### config.mk
export PLATFORM = sky130hd
export DESIGN_NAME = pin_port_ctrl
export DESIGN_NICKNAME = d
export VERILOG_FILES = /design/src/rtl/pin_port_pkg.sv /design/src/rtl/pin_port_regfile.sv /design/src/rtl/pin_port_rdmux.sv /design/src/rtl/pin_port_padmux.sv /design/src/rtl/pin_port_ctrl.sv
export SDC_FILE = /design/constraint.sdc
export NUM_CORES = 1
export LEC_CHECK = 0
export BUFFER_PORTS_ARGS = -buffer_cell sky130_fd_sc_hd__buf_2
export CORE_UTILIZATION = 50
export DETAILED_ROUTE_END_ITERATION = 7
export GPL_TIMING_DRIVEN = 1
export PLACE_DENSITY = 0.9
export SLEW_MARGIN = 10
export SYNTH_ARGS = -nofsm -noshare
export SYNTH_HDL_FRONTEND = slang
export SYNTH_SLANG_ARGS = --single-unit
### constraint.sdc
create_clock -name clk -period 3.51 [get_ports clk]
set_clock_uncertainty 0.15 [all_clocks]
set_input_delay 0.1755 -clock clk [delete_from_list [all_inputs] [get_ports clk]]
set_output_delay 0.1755 -clock clk [all_outputs]
set_load 0.03 [all_outputs]
### src/rtl/pin_port_pkg.sv
package pin_port_pkg;

    typedef enum logic [1:0] {
        AC_BASE = 2'd0,
        AC_SET  = 2'd1,
        AC_CLR  = 2'd2,
        AC_TGL  = 2'd3
    } access_e;

    typedef enum logic [2:0] {
        RX_OWN    = 3'd0,
        RX_SEL_LO = 3'd1,
        RX_SEL_HI = 3'd2,
        RX_DRV    = 3'd3,
        RX_OVAL   = 3'd4,
        RX_LEVEL  = 3'd5
    } reg_idx_e;

    typedef enum logic [1:0] {
        FN_A   = 2'b00,
        FN_B   = 2'b01,
        FN_C   = 2'b10,
        FN_RSV = 2'b11
    } func_e;

endpackage

### src/rtl/pin_port_regfile.sv
module pin_port_regfile
    import pin_port_pkg::*;
#(
    parameter int W  = 32,
    parameter int AW = 5
) (
    input  logic          clk,
    input  logic          rst_n,
    input  logic          wr_en,
    input  logic [AW-1:0] wr_addr,
    input  logic [W-1:0]  wr_data,
    output logic [W-1:0]  own,
    output logic [W-1:0]  sel_lo,
    output logic [W-1:0]  sel_hi,
    output logic [W-1:0]  drv,
    output logic [W-1:0]  oval
);
    localparam int IDX_W = AW - 2;

    typedef struct packed {
        logic [W-1:0] own;
        logic [W-1:0] sel_lo;
        logic [W-1:0] sel_hi;
        logic [W-1:0] drv;
        logic [W-1:0] oval;
    } regs_t;

    regs_t regs_d, regs_q;

    logic [IDX_W-1:0] idx;
    access_e          acc;

    assign idx = wr_addr[AW-1:2];
    assign acc = access_e'(wr_addr[1:0]);

    function automatic logic [W-1:0] upd(input logic [W-1:0] cur,
                                         input logic [W-1:0] mask,
                                         input access_e      a,
                                         input logic         tgl_ok);
        case (a)
            AC_BASE: upd = mask;
            AC_SET:  upd = cur | mask;
            AC_CLR:  upd = cur & ~mask;
            default: upd = tgl_ok ? (cur ^ mask) : cur;
        endcase
    endfunction

    always_comb begin
        regs_d = regs_q;
        if (wr_en) begin
            if (idx == IDX_W'(RX_OWN))
                regs_d.own = upd(regs_q.own, wr_data, acc, 1'b0);
            if (idx == IDX_W'(RX_SEL_LO))
                regs_d.sel_lo = upd(regs_q.sel_lo, wr_data, acc, 1'b0);
            if (idx == IDX_W'(RX_SEL_HI))
                regs_d.sel_hi = upd(regs_q.sel_hi, wr_data, acc, 1'b0);
            if (idx == IDX_W'(RX_DRV))
                regs_d.drv = upd(regs_q.drv, wr_data, acc, 1'b0);
            if (idx == IDX_W'(RX_OVAL))
                regs_d.oval = upd(regs_q.oval, wr_data, acc, 1'b1);
        end
    end

    always_ff @(posedge clk) begin
        if (!rst_n) regs_q <= '0;
        else        regs_q <= regs_d;
    end

    assign own    = regs_q.own;
    assign sel_lo = regs_q.sel_lo;
    assign sel_hi = regs_q.sel_hi;
    assign drv    = regs_q.drv;
    assign oval   = regs_q.oval;

    AST_SET_BITS: assert property (@(posedge clk) disable iff (!rst_n)
        (wr_en && acc == AC_SET && idx == IDX_W'(RX_OVAL))
        |=> ((regs_q.oval & $past(wr_data)) == $past(wr_data)));
    AST_SET_KEEP: assert property (@(posedge clk) disable iff (!rst_n)
        (wr_en && acc == AC_SET && idx == IDX_W'(RX_DRV))
        |=> ((regs_q.drv & ~$past(wr_data)) == ($past(regs_q.drv) & ~$past(wr_data))));
    AST_CLR_BITS: assert property (@(posedge clk) disable iff (!rst_n)
        (wr_en && acc == AC_CLR && idx == IDX_W'(RX_OWN))
        |=> ((regs_q.own & $past(wr_data)) == '0));
    AST_TGL_OVAL: assert property (@(posedge clk) disable iff (!rst_n)
        (wr_en && acc == AC_TGL && idx == IDX_W'(RX_OVAL))
        |=> (regs_q.oval == ($past(regs_q.oval) ^ $past(wr_data))));
    AST_HOLD_NO_WE: assert property (@(posedge clk) disable iff (!rst_n)
        !wr_en |=> $stable(regs_q));

endmodule

### src/rtl/pin_port_rdmux.sv
module pin_port_rdmux
    import pin_port_pkg::*;
#(
    parameter int W  = 32,
    parameter int AW = 5
) (
    input  logic [AW-1:0] rd_addr,
    input  logic [W-1:0]  own,
    input  logic [W-1:0]  sel_lo,
    input  logic [W-1:0]  sel_hi,
    input  logic [W-1:0]  drv,
    input  logic [W-1:0]  oval,
    input  logic [W-1:0]  level,
    output logic [W-1:0]  rd_data
);
    localparam int IDX_W = AW - 2;

    logic [IDX_W-1:0] idx;
    assign idx = rd_addr[AW-1:2];

    always_comb begin
        rd_data = '0;
        if (access_e'(rd_addr[1:0]) == AC_BASE) begin
            if      (idx == IDX_W'(RX_OWN))    rd_data = own;
            else if (idx == IDX_W'(RX_SEL_LO)) rd_data = sel_lo;
            else if (idx == IDX_W'(RX_SEL_HI)) rd_data = sel_hi;
            else if (idx == IDX_W'(RX_DRV))    rd_data = drv;
            else if (idx == IDX_W'(RX_OVAL))   rd_data = oval;
            else if (idx == IDX_W'(RX_LEVEL))  rd_data = level;
        end
    end

endmodule

### src/rtl/pin_port_padmux.sv
module pin_port_padmux
    import pin_port_pkg::*;
#(
    parameter int W = 32
) (
    input  logic [W-1:0] own,
    input  logic [W-1:0] sel_lo,
    input  logic [W-1:0] sel_hi,
    input  logic [W-1:0] oval,
    input  logic [W-1:0] drv,
    input  logic [W-1:0] fa_out,
    input  logic [W-1:0] fa_oe,
    input  logic [W-1:0] fb_out,
    input  logic [W-1:0] fb_oe,
    input  logic [W-1:0] fc_out,
    input  logic [W-1:0] fc_oe,
    output logic [W-1:0] pad_out,
    output logic [W-1:0] pad_oe
);
    for (genvar i = 0; i < W; i++) begin : g_pin
        func_e fn;
        assign fn = func_e'({sel_hi[i], sel_lo[i]});

        always_comb begin
            if (own[i]) begin
                pad_out[i] = oval[i];
                pad_oe[i]  = drv[i];
            end else begin
                case (fn)
                    FN_B: begin
                        pad_out[i] = fb_out[i];
                        pad_oe[i]  = fb_oe[i];
                    end
                    FN_C: begin
                        pad_out[i] = fc_out[i];
                        pad_oe[i]  = fc_oe[i];
                    end
                    default: begin
                        pad_out[i] = fa_out[i];
                        pad_oe[i]  = fa_oe[i];
                    end
                endcase
            end
        end
    end

endmodule

### src/rtl/pin_port_ctrl.sv
module pin_port_ctrl
    import pin_port_pkg::*;
#(
    parameter int NPIN = 32,
    parameter int AW   = 5
) (
    input  logic            clk,
    input  logic            rst_n,
    input  logic [AW-1:0]   bus_addr,
    input  logic [NPIN-1:0] bus_wdata,
    input  logic            bus_we,
    output logic [NPIN-1:0] bus_rdata,
    input  logic [NPIN-1:0] pad_in,
    output logic [NPIN-1:0] pad_out,
    output logic [NPIN-1:0] pad_oe,
    output logic [NPIN-1:0] pad_gpio_own,
    input  logic [NPIN-1:0] fa_out,
    input  logic [NPIN-1:0] fa_oe,
    input  logic [NPIN-1:0] fb_out,
    input  logic [NPIN-1:0] fb_oe,
    input  logic [NPIN-1:0] fc_out,
    input  logic [NPIN-1:0] fc_oe
);
    logic [NPIN-1:0] own_q, sel_lo_q, sel_hi_q, drv_q, oval_q;

    pin_port_regfile #(.W(NPIN), .AW(AW)) u_regs (
        .clk     (clk),
        .rst_n   (rst_n),
        .wr_en   (bus_we),
        .wr_addr (bus_addr),
        .wr_data (bus_wdata),
        .own     (own_q),
        .sel_lo  (sel_lo_q),
        .sel_hi  (sel_hi_q),
        .drv     (drv_q),
        .oval    (oval_q)
    );

    pin_port_rdmux #(.W(NPIN), .AW(AW)) u_rd (
        .rd_addr (bus_addr),
        .own     (own_q),
        .sel_lo  (sel_lo_q),
        .sel_hi  (sel_hi_q),
        .drv     (drv_q),
        .oval    (oval_q),
        .level   (pad_in),
        .rd_data (bus_rdata)
    );

    pin_port_padmux #(.W(NPIN)) u_mux (
        .own     (own_q),
        .sel_lo  (sel_lo_q),
        .sel_hi  (sel_hi_q),
        .oval    (oval_q),
        .drv     (drv_q),
        .fa_out  (fa_out),
        .fa_oe   (fa_oe),
        .fb_out  (fb_out),
        .fb_oe   (fb_oe),
        .fc_out  (fc_out),
        .fc_oe   (fc_oe),
        .pad_out (pad_out),
        .pad_oe  (pad_oe)
    );

    assign pad_gpio_own = own_q;

    AST_ALIAS_READ_ZERO: assert property (@(posedge clk) disable iff (!rst_n)
        (bus_addr[1:0] != 2'b00) |-> (bus_rdata == '0));
    AST_GPIO_DRIVE: assert property (@(posedge clk) disable iff (!rst_n)
        ((pad_out & pad_gpio_own) == (oval_q & own_q)) &&
        ((pad_oe & pad_gpio_own) == (drv_q & own_q)));
    AST_RSV_IS_A: assert property (@(posedge clk) disable iff (!rst_n)
        ((~own_q & sel_lo_q & sel_hi_q & ((pad_out ^ fa_out) | (pad_oe ^ fa_oe))) == '0));
    AST_FUNC_B: assert property (@(posedge clk) disable iff (!rst_n)
        ((~own_q & sel_lo_q & ~sel_hi_q & ((pad_out ^ fb_out) | (pad_oe ^ fb_oe))) == '0));

endmodule

### Word-level counts from Yosys, hierarchy flattened

Cells that the tools add are included.

| storage, ports and cells | value |
|---|---|
| register bits after elaboration | 160 |
| input port bits | 264 |
| output and inout port bits | 128 |
| word-level logic and storage cells | 236 |

| cells by class | value |
|---|---|
| eq/ne operators | 71 |
| muxes and demuxes | 140 |
| bitwise operators | 12 |
| reduce and logical (&&, ||, !) cells | 8 |

Operators with widths:

| operator | count |
|---|---|
| case mux 32 bit (3 select lines) | 5 |
| 2-to-1 mux 32 bit | 7 |
| bitwise AND 32 bit | 5 |
| OR 32 bit | 5 |
| case mux 1 bit (2 select lines) | 64 |
| == test 2 x 1 -> 1 bit (second input constant) | 33 |
| == test 2 bit (second input constant) | 33 |
| 2-to-1 mux 1 bit | 64 |
| inverter 32 bit | 1 |
| bitwise XOR 32 bit | 1 |
| AND reduction 3 bit | 4 |
| == test 3 x 2 -> 1 bit (second input constant) | 2 |
| == test 3 bit (second input constant) | 2 |
| == test 3 x 1 -> 1 bit (second input constant) | 1 |
| logical NOT 3 bit | 1 |
| nonzero test 3 bit | 1 |
| logical NOT 2 bit | 1 |
| AND reduction 2 bit | 1 |

### Depth between registers and ports, before layout

Gate-level depths: netlist (run 1).

| logic depth | value |
|---|---|
| word-level depth | 8 |
| gate-level depth with buffers | 9 |
| depth with buffers taken out | 6 |

### Modules after synthesis

Synthesis (run 1) repeated with hierarchy kept, for this count alone.

| unflattened totals | value |
|---|---|
| cell total of the unflattened synthesis | 1626 |
| area total of the unflattened synthesis | 14451.4 µm² |

By module, submodules not included:

| module | times used | cells each | area an instance (µm²) | seq. area each (µm²) |
|---|---|---|---|---|
| pin_port_regfile | 1 | 954 | 9461.6 | 3203.1 |
| pin_port_padmux | 1 | 448 | 3076.7 | 0.0 |
| pin_port_rdmux | 1 | 224 | 1913.1 | 0.0 |

### Worst setup path before layout (run 1)

Ideal clock, no wire load.

| timing path | value |
|---|---|
| path kind | input to output |
| from | input port bus_addr[0] |
| to | output port bus_rdata[16] |
| data arrival time | 1.564 ns |
| required time | 3.184 ns |
| setup slack | 1.620 ns |
| stages | 7 |
| path buffers | 3 |
| path through | inv_1 > ha_1 > buf_2 > clkbuf_1 > clkbuf_1 > o21ai_0 > nor2_1 |

| on the way | value |
|---|---|
| longest elaborated chain between the ends | 2 |

Ends and longest elaborated chain:

| what | line | source |
|---|---|---|
| start: declaration | pin_port_ctrl.sv:9 | `input logic [AW-1:0] bus_addr,` |
| logical NOT 2 bit | pin_port_rdmux.sv:23 | `if (access_e'(rd_addr[1:0]) == AC_BASE) begin` |
| 2-to-1 mux 32 bit | pin_port_rdmux.sv:23 |  |
| end: declaration | pin_port_ctrl.sv:12 | `output logic [NPIN-1:0] bus_rdata,` |

No other way between the ends.

### Worst setup path after layout (run 1)

| timing path | value |
|---|---|
| from | input port bus_addr[3] |
| to | output port bus_rdata[26] |

| on the way | value |
|---|---|
| longest elaborated chain between the ends | 8 |
| elaborated cells between the ends (all ways) | 13 |
| classes of those cells | eq/ne: 5; mux: 7; reduce/logical: 1 |

Ends and longest elaborated chain:

| what | line | source |
|---|---|---|
| == test 3 bit | pin_port_rdmux.sv:29 | `else if (idx == IDX_W'(RX_LEVEL)) rd_data = level;` |
| 2-to-1 mux 32 bit | pin_port_rdmux.sv:29 |  |
| 2-to-1 mux 32 bit | pin_port_rdmux.sv:28 | `else if (idx == IDX_W'(RX_OVAL)) rd_data = oval;` |
| 2-to-1 mux 32 bit | pin_port_rdmux.sv:27 | `else if (idx == IDX_W'(RX_DRV)) rd_data = drv;` |
| 2-to-1 mux 32 bit | pin_port_rdmux.sv:26 | `else if (idx == IDX_W'(RX_SEL_HI)) rd_data = sel_hi;` |
| 2-to-1 mux 32 bit | pin_port_rdmux.sv:25 | `else if (idx == IDX_W'(RX_SEL_LO)) rd_data = sel_lo;` |
| 2-to-1 mux 32 bit (*) | pin_port_rdmux.sv:24 | `if (idx == IDX_W'(RX_OWN)) rd_data = own;` |
| 2-to-1 mux 32 bit (*) | pin_port_rdmux.sv:23 |  |

Every way passes the cells marked *; elsewhere a longest branch is shown, timed or not.

==> results of run 1 <==
metrics by stage:
step           setup slack [ns]  hold WS (ns)
2_1_floorplan              1.62         0.308
3_3_place_gp              0.780         0.334
3_5_place_dp              0.844         0.349
4_1_cts                    1.07         0.238
5_1_grt                    1.00         0.265
6_report                   1.05         0.264
cell type report:
| type | count | area, um2 | area share |
|---|---|---|---|
| clock buffers | 20 | 447 | 0.0289 |
| clock inverters | 12 | 100 | 0.00648 |
| repair buffers | 446 | 2490 | 0.161 |
| inverters | 163 | 612 | 0.0396 |
| well taps | 324 | 405 | 0.0262 |
| multi-input cells | 1324 | 8190 | 0.530 |
| diodes | 1 | 2.50 | 0.000162 |
| flip-flops and latches | 160 | 3200 | 0.207 |
worst min-delay path, delay by kind of cell:
family          cells  cell delay, ns
simple gates        1            0.25
compound gates      1            0.22
buf+inv             1            0.12
registers in the layout (all words and copies together) (netlist names):
register	cells
u_regs.sel_lo	32
u_regs.oval	32
u_regs.own	32
u_regs.drv	32
u_regs.sel_hi	32
worst min-delay path by stage:
stage	start	endpoint	slack, ns	cells past startpoint
after global routing	rst_n	u_regs.oval[28]	0.26	3
after detailed placement	u_regs.drv[27]	u_regs.drv[27]	0.35	2
after floorplan	u_regs.drv[12]	u_regs.drv[12]	0.31	2
after global placement	u_regs.drv[20]	u_regs.drv[20]	0.33	2
final	rst_n	u_regs.oval[28]	0.26	3
after CTS	rst_n	u_regs.oval[28]	0.24	3
cells in the final DEF (no fill, tap or decap), drive strengths merged, types with 2 or more instances in the layout:
cell type	count
a21oi	282
a221oi	21
a22o	32
a22oi	79
a32oi	17
and2	3
buf	414
clkbuf	20
clkinvlp	6
dfxtp	160
dlygate4sd3	32
ha	132
inv	168
mux2i	43
nand2	83
nand2b	52
nor2	278
nor2b	37
nor3b	3
o21ai	224
o221a	12
o2bb2ai	20
or3	2
cells by family after synthesis:
logic type	share of synthesized area
AOI/OAI and AO/OA	0.323
DFF	0.255
muxes	0.0343
buffers and inverters	0.0955
adders and majority gates	0.132
and+or+nand+nor	0.160
power by group through the flow:
stage	Clock, mW	Combinational, mW	Sequential (mW)
2_1_floorplan	0	0.705	1.93
3_3_place_gp	0	1.06	1.93
3_5_place_dp	0	1.11	1.93
4_1_cts	1.77	1.14	1.89
5_1_grt	1.85	1.26	1.90
6_report	1.77	1.16	1.89
what timing repair did:
action                                  in CTS  in global routing
endpoints found under the setup margin       0                  0
hold endpoints to repair                   127                  0
hold buffers                                32                  0
per-layer routing:
metal  global-route usage  part of all wire
met1                0.373              0.37
met2                0.587              0.49
met3               0.0548             0.091
met4                0.210             0.050
met5                    0                 0
==> reports/metrics.yaml, run 1 <==
yosys.cell_count.top_type: "a21oi_1"
ys_ff_latch: 160
synth_commonest_cells: "a21oi_1 (282), nor2_1 (278), o21ai_0 (193), inv_1 (163), dfxtp_1 (160)"
clock_latency_ns: 0.41
final_util: 0.632
synth_top_area_cell: "dfxtp_1"
cp_data_required_time_ns: 3.18
crit_path_end_kind: "primary output"
timing.fmax_ghz: 0.407
n_fill_cell: 2125
wl_um: 43900
grt_max_degree: 129
drtAntennaViolNets: 0
synth_top_cell_area_share: 0.255
worstPathArrival_ns: 2.13
total_power_mw: 4.82
layout-drive-gt1-share: 0.221
syn2layout_area_growth_pct: 23.2
numPortBuffers: 391
post-route-min-period_ns: 2.46
internal_power_mw: 3.22
placed_cell_area_mm2: 0.0146
synth_edf_count: 0
power.leakage_nw: 6.57
synth_area_mm2: 0.0125
path_class: "in -> out"
final_cells: 2450
htreeDepth: 4
maxSlewHeadroom: 0.263
drc: 0
worst-path-max-fanout: 17
netlist_instances: 1785
p_seq_frac: 0.393
finalWeightedCongestion: 0.909
ys_seq_area_frac: 0.255
final_nets: 2508
min_period_over_period: 0.699
finalSetupViolCount: 0
ctsLongestPathBuffers: 2
power-per-cell-area_mw_per_mm2: 312
dp_hpwl_um: 29900
dieArea_mm2: 0.0257
cts_setup_buffers: 0
maxCapViolCount: 0
tritoncts: "yes"
worst_pin_slew_ns: 1.10
io_pins: 392
slew_viol_final: 0
clock-root-buffer: "clkbuf_16"
ys_warn_count: 0
grt-ovfl-total: 0
wl_per_cell_um: 17.9
critPathMaxStageDelay_ns: 0.45
startpoint_type: "primary input"
path_delay_family: "buffers and inverters"
cp-endpoint: "bus_rdata[26]"
core_mm2: 0.0245
initialDrtViolationCount: 1326
sw_frac_of_total: 0.332
ys_async_sr_fraction: 0
hp-class: "in -> reg"
clockPowerShare: 0.366
grt_util_all_layers: 0.333
fin_setup_tns_ns: 0
r2r-start: "u_regs.oval[18]"
start_util: 0.513
synth_flop_cell: "dfxtp_1"
cts_buffers: 17
ys_types: 32
grt_pass1_vias: 14369
cp.buffers_inverters: 3
syn_avg_cell_area_um2: 7.03
dieHeight_um: 160
cts-resized-gates: 0
vias_per_cell: 5.95
grt_first_pass_wirelength_um: 69700
vias: 14587
path_cells: "buf_2 -> nand2b_1 -> nor2_2 -> buf_4 -> a221oi_1 -> nor2_1 -> buf_2"
cp_common_cell: "buf_2"
combinationalPowerShare: 0.241
antenna_found_initial: 1
dp_cells: 2385
regToRegSetupSlack_ns: 2.11
vdd_ir_drop_max_uv: 259
rr_endpoint: "u_regs.oval[18]"
cp.depth: 7
slowest_stage: "nor2_2"
synthTopCellsByArea: "dfxtp_1 (26%), ha_1 (13%), a21oi_1 (11%)"
clk_pin_slew_ns: 0.06
num_rows: 57
cts_sinks: 160
rsz0062_at_grt: "no"
fin_area_mm2: 0.0155
switchingPower_mw: 1.60
synthesis.nets: 2181
status: "completed"
first_pass_iters: 8
die_w_um: 160
crit_start: "bus_addr[3]"
rr_worst_depth: 5
hold_viol: 0
Power figures use the tool's default switching activity.
==> run 2, diff against run 1 <==
CORE_UTILIZATION = 48   (was 50)
PLACE_DENSITY = 0.91   (was 0.9)
clock period = 2.2 ns   (was 3.51 ns; I/O delays follow)
==> run 2 against run 1 <==
- clock power increased by 67%
- critical path depth decreased by 1
- hold slack got worse by 0.093 ns
==> reports/metrics.yaml, run 2 (same netlist as run 1, synthesis figures left out) <==
final_nets: 2528  # was 2508
first_pass_iters: 6  # was 8
hold_viol: 0  # unchanged
path_class: "reg -> out"  # was in -> out
top_usage_layer: "met2"  # unchanged
regToRegSetupSlack_ns: 0.74  # was 2.11 ns
drc: 0  # unchanged
clock_latency_ns: 0.42  # was 0.41 ns
num_rows: 58  # was 57
maxSlewHeadroom: 0.318  # was 0.263
gr-usage-met3: 0.0648  # was 0.0548
r2r-start: "u_regs.oval[28]"  # was u_regs.oval[18]
min_period_over_period: 0.981
status: "completed"  # unchanged
post-route-min-period_ns: 2.16
core_mm2: 0.0254  # was 0.0245 mm2
critPathMaxStageDelay_ns: 0.41  # was 0.45 ns
dp_hpwl_um: 31100  # was 29900 um
grt-ovfl-total: 0  # unchanged
rr_worst_depth: 5  # unchanged
wl_um: 44800  # was 43900 um
layout-drive-gt1-share: 0.232  # was 0.221
dieArea_mm2: 0.0268  # was 0.0257 mm2
path_cells: "inv_1 -> ha_1 -> nor2_1 -> a21oi_1 -> o21ai_0 -> buf_2"  # was buf_2 -> nand2b_1 -> nor2_2 -> buf_4 -> a221oi_1 -> nor2_1 -> buf_2
numPortBuffers: 391  # unchanged
grt_max_degree: 69  # was 129
wl_per_cell_um: 18.1  # was 17.9 um
cts_buffers: 17  # unchanged
tritoncts: "yes"  # unchanged
clk_pin_slew_ns: 0.07  # was 0.06 ns
dieHeight_um: 164  # was 160 um
vias_per_cell: 5.93  # was 5.95
timing.fmax_ghz: 0.463
layout_common_cells: "buf_2 (384), a21oi_1 (282), nor2_1 (276), o21ai_0 (185), inv_1 (163)"  # was buf_2 (389), a21oi_1 (282), nor2_1 (276), o21ai_0 (193), inv_1 (163)
total_power_mw: 7.91  # was 4.82 mW
final_util: 0.622  # was 0.632
grt_util_all_layers: 0.326  # was 0.333
worst_hold_slack_ns: 0.171  # was 0.264 ns
antenna_found_initial: 1  # unchanged
rsz0062_at_grt: "yes"  # was no
final_cells: 2475  # was 2450
maxCapViolCount: 0  # unchanged
vdd_ir_drop_max_uv: 490  # was 259 uV
finalWeightedCongestion: 0.923  # was 0.909
syn2layout_area_growth_pct: 25.9  # was 23.2%
cts_setup_buffers: 0  # unchanged
fin_setup_tns_ns: 0  # unchanged
hp-class: "in -> reg"  # unchanged
rr_endpoint: "u_regs.oval[28]"  # was u_regs.oval[18]
htreeDepth: 4  # unchanged
worstPathArrival_ns: 1.90  # was 2.13 ns
slew_viol_final: 0  # unchanged
drtAntennaViolNets: 0  # unchanged
vias: 14669  # was 14.6k
slowest_stage: "dfxtp_1"  # was nor2_2
ctsLongestPathBuffers: 2  # unchanged
die_w_um: 164  # was 160 um
worst-path-max-fanout: 4  # was 17
power-per-cell-area_mw_per_mm2: 501  # was 312 mW/mm2
grt_first_pass_wirelength_um: 69100  # was 69700 um
power.leakage_nw: 6.73  # was 6.57 nW
io_pins: 392  # unchanged
layout_commonest_cell: "buf_2"  # unchanged
whs_path_depth: 4  # was 3
diodes: 0  # was 1
cts_sinks: 160  # unchanged
crit_path_end_kind: "primary output"  # unchanged
finalSetupViolCount: 0  # unchanged
startpoint_type: "flip-flop"  # was primary input
grt_use_met2: 0.573  # was 0.587
clock-root-buffer: "clkbuf_16"  # unchanged
initialDrtViolationCount: 1345  # was 1326
min_to: "u_regs.oval[5]"  # was u_regs.oval[28]
dp_cells: 2411  # was 2385
grt_pass1_vias: 14206  # was 14.4k
cp_data_required_time_ns: 1.94  # was 3.18 ns
use_met1: 0.358  # was 0.373
start_util: 0.494  # was 0.513
worst_pin_slew_ns: 1.02  # was 1.10 ns
hp-start: "rst_n"  # unchanged
## run 2: metrics by stage
step	setup slack [ns]	instance area [um2]
after floorplan	0.398	12500
after global placement	0.194	14900
after detailed placement	0.141	14900
after CTS	0.0209	15800
after global routing	-0.0192	15800
final	0.0412	15800
## run 2: worst max path at each step
stage                           start             end  slack [ns]  cells after the start
finish              u_regs.sel_lo[24]      pad_oe[24]        0.04                      6
global route        u_regs.sel_lo[28]     pad_out[28]       -0.02                      7
CTS                 u_regs.sel_lo[28]     pad_out[28]        0.02                      6
detailed placement        bus_addr[0]   u_regs.own[0]        0.14                      6
global placement          bus_addr[0]  u_regs.own[31]        0.19                      6
floorplan           u_regs.sel_lo[30]     pad_out[30]        0.40                      5
## run 2: power by group
group / internal, mW / total, mW / leakage [nW] / switching [mW]
sequential: 2.95 / 3.02 / 1.29 / 0.0743
clock: 1.65 / 2.96 / 0.272 / 1.32
combinational: 0.729 / 1.92 / 5.17 / 1.19
total: 5.32 / 7.91 / 6.73 / 2.58
## run 2: worst max-delay path, delay by kind of cell (launching register included)
kind            cells  cell delay, ns
flops               1            0.41
simple gates        1            0.18
fa+ha+maj           1            0.35
buf+inv             2            0.30
compound gates      2            0.25
## run 2: repair_timing
item / 4_1_cts / 5_1_grt
hold buffers: 32 / 0
endpoints found under the hold margin: 128 / 0
gates resized for setup: 2 / 18
endpoints found under the setup margin: 2 / 9
pin swaps: 0 / 1
## run 2: area by class of cell
cell class / count / area (um2)
multi-input combinational: 1324 / 8220
clock inverter: 12 / 124
inverter: 163 / 612
timing repair buffer: 466 / 2770
tap: 330 / 413
fill: 2196 / 9600
clock buffer: 20 / 457
sequential: 160 / 3200
## run 2: layer usage
layer	share of wire	wire, um
met2	0.48	21700
met1	0.36	16300
met4	0.051	2310
met5	0.00025	11
met3	0.10	4530
